$ cat src/rtl/tap_delay_pkg.sv
package tap_delay_pkg;

  // Strobes handed from control to the datapath.
  typedef struct packed {
    logic forceOff;   // hold outputs at disabled levels
    logic clearLine;  // wipe the stored samples
  } lineCtl_t;

endpackage

$ cat src/rtl/tap_delay_ctrl.sv
module tap_delay_ctrl
  import tap_delay_pkg::*;
#(
  parameter int CODE_W = 7,
  parameter int STEP   = 1,
  parameter int BASE   = 1,
  parameter int TAP_W  = 8,
  parameter int CNT_W  = 7
) (
  input  logic              clk,
  input  logic              rst,
  input  logic [CODE_W-1:0] codeIn,
  input  logic              enN,
  input  logic              dataIn,
  output logic [TAP_W-1:0]  tapIdx,
  output lineCtl_t          ctl,
  output logic              settleBusy
);

  logic [CODE_W-1:0] prevCode;
  logic              enPrev;
  logic [CNT_W-1:0]  cnt;
  logic [CNT_W-1:0]  guardLoad;
  logic [CNT_W-1:0]  clearLoad;
  logic [CNT_W-1:0]  bigLoad;
  logic [CNT_W-1:0]  cntDec;
  logic [CNT_W-1:0]  cntNext;

  // Tap position follows the live code: no register on the way.
  assign tapIdx = TAP_W'(BASE - 1) + TAP_W'(codeIn) * TAP_W'(STEP);

  assign ctl.forceOff  = enN;
  assign ctl.clearLine = rst;

  always_comb begin
    guardLoad = '0;
    if (codeIn > prevCode)
      guardLoad = CNT_W'(codeIn - prevCode) * CNT_W'(STEP);
    clearLoad = '0;
    if (enN && (!enPrev || dataIn))
      clearLoad = CNT_W'(codeIn) * CNT_W'(STEP);
    bigLoad = (guardLoad > clearLoad) ? guardLoad : clearLoad;
    cntDec  = (cnt != '0) ? cnt - 1'b1 : '0;
    cntNext = (bigLoad > cntDec) ? bigLoad : cntDec;
  end

  always_ff @(posedge clk) begin
    if (rst) begin
      prevCode <= codeIn;
      enPrev   <= enN;
      cnt      <= '0;
    end else begin
      prevCode <= codeIn;
      enPrev   <= enN;
      cnt      <= cntNext;
    end
  end

  assign settleBusy = (cnt != '0);

  // a raised code always opens a guard window
  assert_guard_on_raise_R6: assert property (@(posedge clk) disable iff (rst)
    (codeIn > prevCode) |=> settleBusy);

  // with no trigger, an idle flag stays idle
  assert_no_guard_on_fall_R7: assert property (@(posedge clk) disable iff (rst)
    (!settleBusy && codeIn <= prevCode && !enN) |=> !settleBusy);

  // a disable with a nonzero code opens a clear window
  assert_clear_window_R8: assert property (@(posedge clk) disable iff (rst)
    (enN && !enPrev && codeIn != '0) |=> settleBusy);

endmodule

$ cat src/rtl/tap_delay_path.sv
module tap_delay_path
  import tap_delay_pkg::*;
#(
  parameter int DEPTH = 128,
  parameter int TAP_W = 7
) (
  input  logic             clk,
  input  logic             dataIn,
  input  logic [TAP_W-1:0] tapIdx,
  input  lineCtl_t         ctl,
  output logic             dataOut,
  output logic             dataOutN
);

  logic [DEPTH-1:0] sr;
  logic             tapBit;

  always_ff @(posedge clk) begin
    if (ctl.clearLine) sr <= '0;
    else               sr <= {sr[DEPTH-2:0], dataIn};
  end

  assign tapBit   = sr[tapIdx];
  assign dataOut  = ctl.forceOff ? 1'b0 : tapBit;
  assign dataOutN = ctl.forceOff ? 1'b1 : ~tapBit;

  // enabled outputs never agree
  assert_complement_R3: assert property (@(posedge clk) disable iff (ctl.clearLine)
    !ctl.forceOff |-> (dataOutN != dataOut));

endmodule

$ cat src/rtl/tap_delay_line.sv
module tap_delay_line
  import tap_delay_pkg::*;
#(
  parameter int CODE_W = 7,
  parameter int STEP   = 1,
  parameter int BASE   = 1
) (
  input  logic              clk,
  input  logic              rst,
  input  logic [CODE_W-1:0] codeIn,
  input  logic              enN,
  input  logic              dataIn,
  output logic              dataOut,
  output logic              dataOutN,
  output logic              settleBusy
);

  localparam int MAX_CODE = (1 << CODE_W) - 1;
  localparam int DEPTH    = MAX_CODE * STEP + BASE;
  localparam int TAP_W    = $clog2(DEPTH);
  localparam int CNT_W    = $clog2(MAX_CODE * STEP + 1);

  lineCtl_t         ctl;
  logic [TAP_W-1:0] tapIdx;

  tap_delay_ctrl #(
    .CODE_W(CODE_W), .STEP(STEP), .BASE(BASE), .TAP_W(TAP_W), .CNT_W(CNT_W)
  ) u_ctrl (
    .clk(clk), .rst(rst), .codeIn(codeIn), .enN(enN), .dataIn(dataIn),
    .tapIdx(tapIdx), .ctl(ctl), .settleBusy(settleBusy)
  );

  tap_delay_path #(.DEPTH(DEPTH), .TAP_W(TAP_W)) u_path (
    .clk(clk), .dataIn(dataIn), .tapIdx(tapIdx), .ctl(ctl),
    .dataOut(dataOut), .dataOutN(dataOutN)
  );

  // disabled outputs sit at fixed levels
  assert_forced_levels_R4: assert property (@(posedge clk) disable iff (rst)
    enN |-> (!dataOut && dataOutN));

endmodule

$ cat config.mk
export PLATFORM = sky130hd
export DESIGN_NAME = tap_delay_line
export DESIGN_NICKNAME = d
export VERILOG_FILES = /design/src/rtl/tap_delay_pkg.sv /design/src/rtl/tap_delay_ctrl.sv /design/src/rtl/tap_delay_path.sv /design/src/rtl/tap_delay_line.sv
export SDC_FILE = /design/constraint.sdc
export NUM_CORES = 1
export LEC_CHECK = 0
export BUFFER_PORTS_ARGS = -buffer_cell sky130_fd_sc_hd__buf_2
export CORE_MARGIN = 4
export CORE_UTILIZATION = 60
export DETAILED_ROUTE_END_ITERATION = 12
export GPL_ROUTABILITY_DRIVEN = 0
export GPL_TIMING_DRIVEN = 0
export PLACE_DENSITY = 0.77
export SYNTH_ARGS = -nofsm -noshare
export SYNTH_HDL_FRONTEND = slang
export SYNTH_SLANG_ARGS = --single-unit
$ cat constraint.sdc
create_clock -name clk -period 9.3 [get_ports clk]
set_input_delay 0.465 -clock clk [delete_from_list [all_inputs] [get_ports clk]]
set_output_delay 0.465 -clock clk [all_outputs]
set_load 0.1 [all_outputs]
; ---- After elaboration in Yosys (flattened, before gate mapping)
; Cells that the tools add are included.
[word_totals]
register_bits = 143
latchBits = 0
mem_bits_rw = 0
romBits = 0
in_bits = 11
out_inout_bits = 3
wordCells = 24
n_memories = 0
[op_classes]
n_addsub = 2
mul = 0
div_mod_pow = 0
magnitude_cmp = 4
n_eq_ne = 0
n_shift = 0
mux = 9
bitwise = 1
n_reduce_logical = 4
[ops]
columns = op, count
row1 = two-way mux 7 bit, 5
row2 = > comparator 7 bit, 3
row3 = "less-than comparator 7 x 8 -> 1 bit, second input constant", 1
row4 = binary-select mux 1 bit (select 7 bit), 1
row5 = nonzero test 7 bit, 1
row6 = "subtractor 7 x 1 -> 7 bit, second input constant", 1
row7 = subtractor 7 bit, 1
row8 = two-way mux 1 bit, 3
row9 = logical AND 1 bit, 1
row10 = zero test 1 bit, 1
row11 = logical OR 1 bit, 1
row12 = inverter 1 bit, 1

; ---- Logic depth before layout (Yosys ltp)
[depth]
word_depth = 8
mapped_depth = 25
depth_no_buf = 22

; ---- Modules after synthesis
; A second synthesis with hierarchy kept.
[unflattened]
hier_cells = 570
hier_area_um2 = 6154.7
[by_module_without_submodules]
columns = module, n_inst, cells_per_inst, area_per_inst_um2, seq_area_each_um2
row1 = tap_delay_path, 1, 389, 4668.2, 2562.5
row2 = tap_delay_ctrl, 1, 181, 1486.4, 300.3

; ---- Worst setup path before layout
; OpenSTA, ideal clock, no wires.
[synth_timing]
path_kind = input to register
startpoint = in codeIn[0]
endpoint = reg u_ctrl.cnt[1]
setup_ns = 0.116
arrival_ns = 4.903
required_ns = 9.184
setup_slack_ns = 4.281
cell_stages = 23
n_path_buf = 3
path_cell_list = buf_6 > buf_6 > buf_2 > inv_1 > ha_1 > inv_1 > fa_1 > a21o_1 > a211o_1 > o211ai_1 > inv_1 > ha_1 > a21oi_1 > nor2_1 > a211oi_1 > o2bb2ai_1 > mux2_2 > ha_1 > nand4_1 > o21bai_1 > a21oi_1 > nor3_1 > a31o_2
[synth_via]
elab_chain_cells = 6
elab_cells_between_ends = 8
classes_between = 1 x add/sub / 3 x order compare / 4 x mux
[synth_lines]
columns = element, line_no
row1 = "start, declared", tap_delay_line.sv:10  ; input logic [CODE_W-1:0] codeIn,
row2 = subtractor 7 bit / > comparator 7 bit (equally long branches), "tap_delay_ctrl.sv:38, tap_delay_ctrl.sv:37"
row3 = two-way mux 7 bit, tap_delay_ctrl.sv:37  ; if (codeIn > prevCode)
row4 = > comparator 7 bit, tap_delay_ctrl.sv:42  ; bigLoad = (guardLoad > clearLoad) ? guardLoad : clearLoad;
row5 = two-way mux 7 bit *, tap_delay_ctrl.sv:42
row6 = > comparator 7 bit, tap_delay_ctrl.sv:44  ; cntNext = (bigLoad > cntDec) ? bigLoad : cntDec;
row7 = two-way mux 7 bit *, tap_delay_ctrl.sv:44
row8 = "end signal, assigned", tap_delay_ctrl.sv:55  ; cnt <= cntNext;
row9 = "end, declared", tap_delay_ctrl.sv:22  ; logic [CNT_W-1:0] cnt;
; Mark *: on every way between the ends. The rest lies on a longest branch, timed or not.
; A chain may end at the register's enable or synchronous reset.

; ---- Worst setup path in the final report
[layout_timing]
startpoint = in codeIn[0]
endpoint = reg u_ctrl.cnt[5]
; The elaborated chain is that of the path after synthesis.

==> results by group <==
Setup path
  – CP arrival: 5.89 ns
  – Reg2reg start: u_ctrl.prevCode[0]$_DFF_P_
  – Worst setup EP type: flop
  – Critical path startpoint category: primary input
  – Cells along the critical path: buf_2 > buf_6 > buf_6 > buf_2 > inv_1 > ha_1 > inv_1 > fa_1 > a211oi_1 > o21bai_1 > a21oi_1 > o2bb2ai_1 > ha_1 > nand2_1 > nor2_1 > a211oi_1 > o2bb2ai_1 > mux2_2 > ha_1 > nand4_1 > o21bai_1 > a21oi_1 > nor3_1 > a31o_2
  – Crit-path max cell delay: 0.59 ns
  – Req. time, crit path: 9.72 ns
  – Slowest CP cell: a21oi_1
  – Top cell by count, worst path: ha_1
  – WS Path Type: in -> reg
  – Crit-path max FO: 10
  – Crit path launch: codeIn[0]
  – Worst R2R Path Depth: 19

Synthesis
  – Register bit total from synthesis: 143
  – Mapped Cells: 556
  – Area contributors post-synth: dfxtp_1 48%, nor2b_1 14%, mux4_2 6.8%, ha_1 4.6%, mux2i_1 3.7%
  – Top-count cell post-synth: dfxtp_1
  – Largest area contributor in the netlist: dfxtp_1
  – Post-synth top cells: 143 x dfxtp_1, 131 x nor2b_1, 26 x nand2_1
  – Yosys top cell area share: 47.83%
  – Seq/Total Area, Yosys: 47.83%
  – Syn_nets: 590
  – YS warnings: 0
  – Async set-or-reset flop fraction in the synthesized netlist: 0%
  – Synth Cell Area: 5986 sq um
  – Post-synth EDFFs: 0
  – Yosys cell types: 54
  – Post-synth top flop: dfxtp_1
  – Avg Cell Area, Syn: 10.77 sq um

GRT
  – First-pass GRT wire length: 20.38 mm
  – Largest net degree at the start of global routing: 17
  – Vias in the first global route: 4162
  – Antenna violations before repair: 0
  – Gr ovfl total: 0
  – Total GRT Usage: 22.86%

Clock tree
  – Clock buffer depth: 2
  – Total CTS buffers: 17
  – H-tree Lvls: 4
  – Hold buffers post-CTS: 0
  – Root Buffer: clkbuf_8
  – Clk slew on worst S/H paths: 0.06 ns
  – Setup bufs post-CTS: 0
  – Worst-Skew Late Latency: 0.52 ns
  – Clk sink count: 143
  – PostCTS Resize Cnt: 0
  – CTS tree: built

Final layout
  – Util after Layout: 69.28%
  – Post-Layout Cell Count: 730
  – Post-route design area: 6740 sq um
  – Layout cells sized above 1: 13.23%
  – Number of diodes: 0
  – Area Overhead vs Synth: 12.60%
  – Nets: 621

Run
  – Max-Cap Viols: 0

Floorplanning
  – Die X: 107.9 um
  – Row count: 36
  – Die Y-Extent: 107.9 um
  – Initial Utilization: 61.52%
  – Core Area: 9729 sq um
  – Full die area: 11640 sq um
  – Top-Level Pins: 14

Routing
  – Iteration-0 DRC Markers: 258
  – Routed Antenna Nets: 0
  – Vias: 4089
  – # DRC: 0
  – Pre-antenna DRT Iters: 5
  – Vias per inst: 5.601
  – Routed wire per std cell: 16.91 um
  – Routed wire length: 12.34 mm

Placed design
  – HPWL after DPL: 8.326 mm
  – Placed instance count: 701
  – Placed instance area: 6212 sq um
  – Port buffer count: 12
  – Setup WS pre-CTS: 3.377 ns

Timing
  – Final hold vios: 0
  – Setup WS post-layout: 3.821 ns
  – Fin Hold WS: 0.1098 ns
  – Slew Viols, Final: 0
  – RSZ-0062 raised after global routing: no
  – Period utilization: 58.92%
  – Slew @ Worst Pin: 0.7089 ns
  – Slew HR: 52.74%
  – Setup TNS: 0 ns
  – Setup-failing EPs final: 0
  – Worst Clk Skew: 0.007510 ns
  – Peak Freq: 182.5 MHz
  – Tmin final: 5.479 ns

Power
  – Power Density: 231.6 nW/um^2
  – Cell internal pwr: 1.116 mW
  – Clock power frac: 38.9%
  – Sw power: 0.4448 mW
  – Peak supply drop: 0.1441 mV
  – Logic pwr share: 20.5%
  – Seq pwr share: 40.6%
  – Total power: 1.561 mW
  – P_leak: 2.793 nW
  – Switch share: 28.50%

Status
  – Status: finished clean

Hold path
  – HP Class: in -> reg
  – Worst Hold Depth: 1
  – Min-Delay Startpoint: codeIn[0]
final timing paths:
path | to | slack [ns]
setup / recovery | u_ctrl.cnt[5]$_SDFF_PP0_ | 3.82
hold / removal | u_ctrl.prevCode[0]$_DFF_P_ | 0.11
setup reg to reg | u_ctrl.cnt[5]$_SDFF_PP0_ | 4.23
hold reg to reg | u_path.sr[124]$_SDFF_PP0_ | 0.45
critical path: cells and delay by family:
family / cells / cell delay (ns)
compound gates: 9 / 2.66
fa+ha+maj: 4 / 1.16
buf+inv: 6 / 0.81
mux: 1 / 0.43
simple gates: 4 / 0.33
placed cells by master (no fill, tap or decap), types with 4 or more instances in the layout:
cell type	synthesis	layout
dfxtp_1	143	143
nor2b_1	131	131
nand2_1	26	26
mux2i_1	22	22
ha_1	22	22
inv_1	21	21
nor2_1	19	19
mux4_2	18	18
clkbuf_1	15	18
buf_2	5	17
clkbuf_16	0	16
a21oi_1	14	14
nand3_1	8	8
nor3_1	8	8
a211oi_1	7	7
o21ai_0	5	5
clkbuf_8	1	5
mux2_2	5	5
mux4_1	5	5
nand2b_1	4	4
nand4_1	4	4
buf_6	4	4
and2_1	4	4
a22oi_1	4	4
nand3b_1	4	4
a31o_2	4	4
flip-flops by register name, summed over array words and instances (netlist names):
| name | flops |
|---|---|
| u_ctrl.cnt | 7 |
| u_ctrl.enPrev | 1 |
| u_ctrl.prevCode | 7 |
| u_path.sr | 128 |
power by group through the flow:
stage | Clock [mW] | Combinational [mW] | Sequential [mW]
3_5_place_dp | 0 | 0.313 | 0.647
2_1_floorplan | 0 | 0.251 | 0.646
3_3_place_gp | 0 | 0.301 | 0.647
4_1_cts | 0.615 | 0.318 | 0.634
6_report | 0.607 | 0.319 | 0.634
5_1_grt | 0.642 | 0.352 | 0.635
cell type report:
class | count | area [sq um]
fill | 721 | 2989
timing repair buffer | 12 | 60.06
buffer | 28 | 162.7
multi-input combinational | 364 | 2882
inverter | 21 | 78.83
clock inverter | 6 | 61.31
sequential | 143 | 2863
tap | 133 | 166.4
clock buffer | 23 | 466.7
routing by layer:
metal	share of wire, %	GRT usage (%)	routed length, um
met1	48	30.23	5867
met3	4.8	5.519	592
met4	1.6	7.394	202
met2	46	36.99	5679
met5	0	0	0
cell families (layout without fill, tap and decap cells):
kind of cell	count (synthesis)	after routing	share of synthesized area [%]
and+or+nand+nor	221	221	21.26
DFF	143	143	47.83
AOI/OAI and AO/OA	65	65	7.630
muxes	50	50	13.59
buffers and inverters	49	90	4.034
adders and majority gates	23	23	4.933
xor gates and xnor gates	5	5	0.7317
Note: power is estimated with default switching activity, not from simulation.
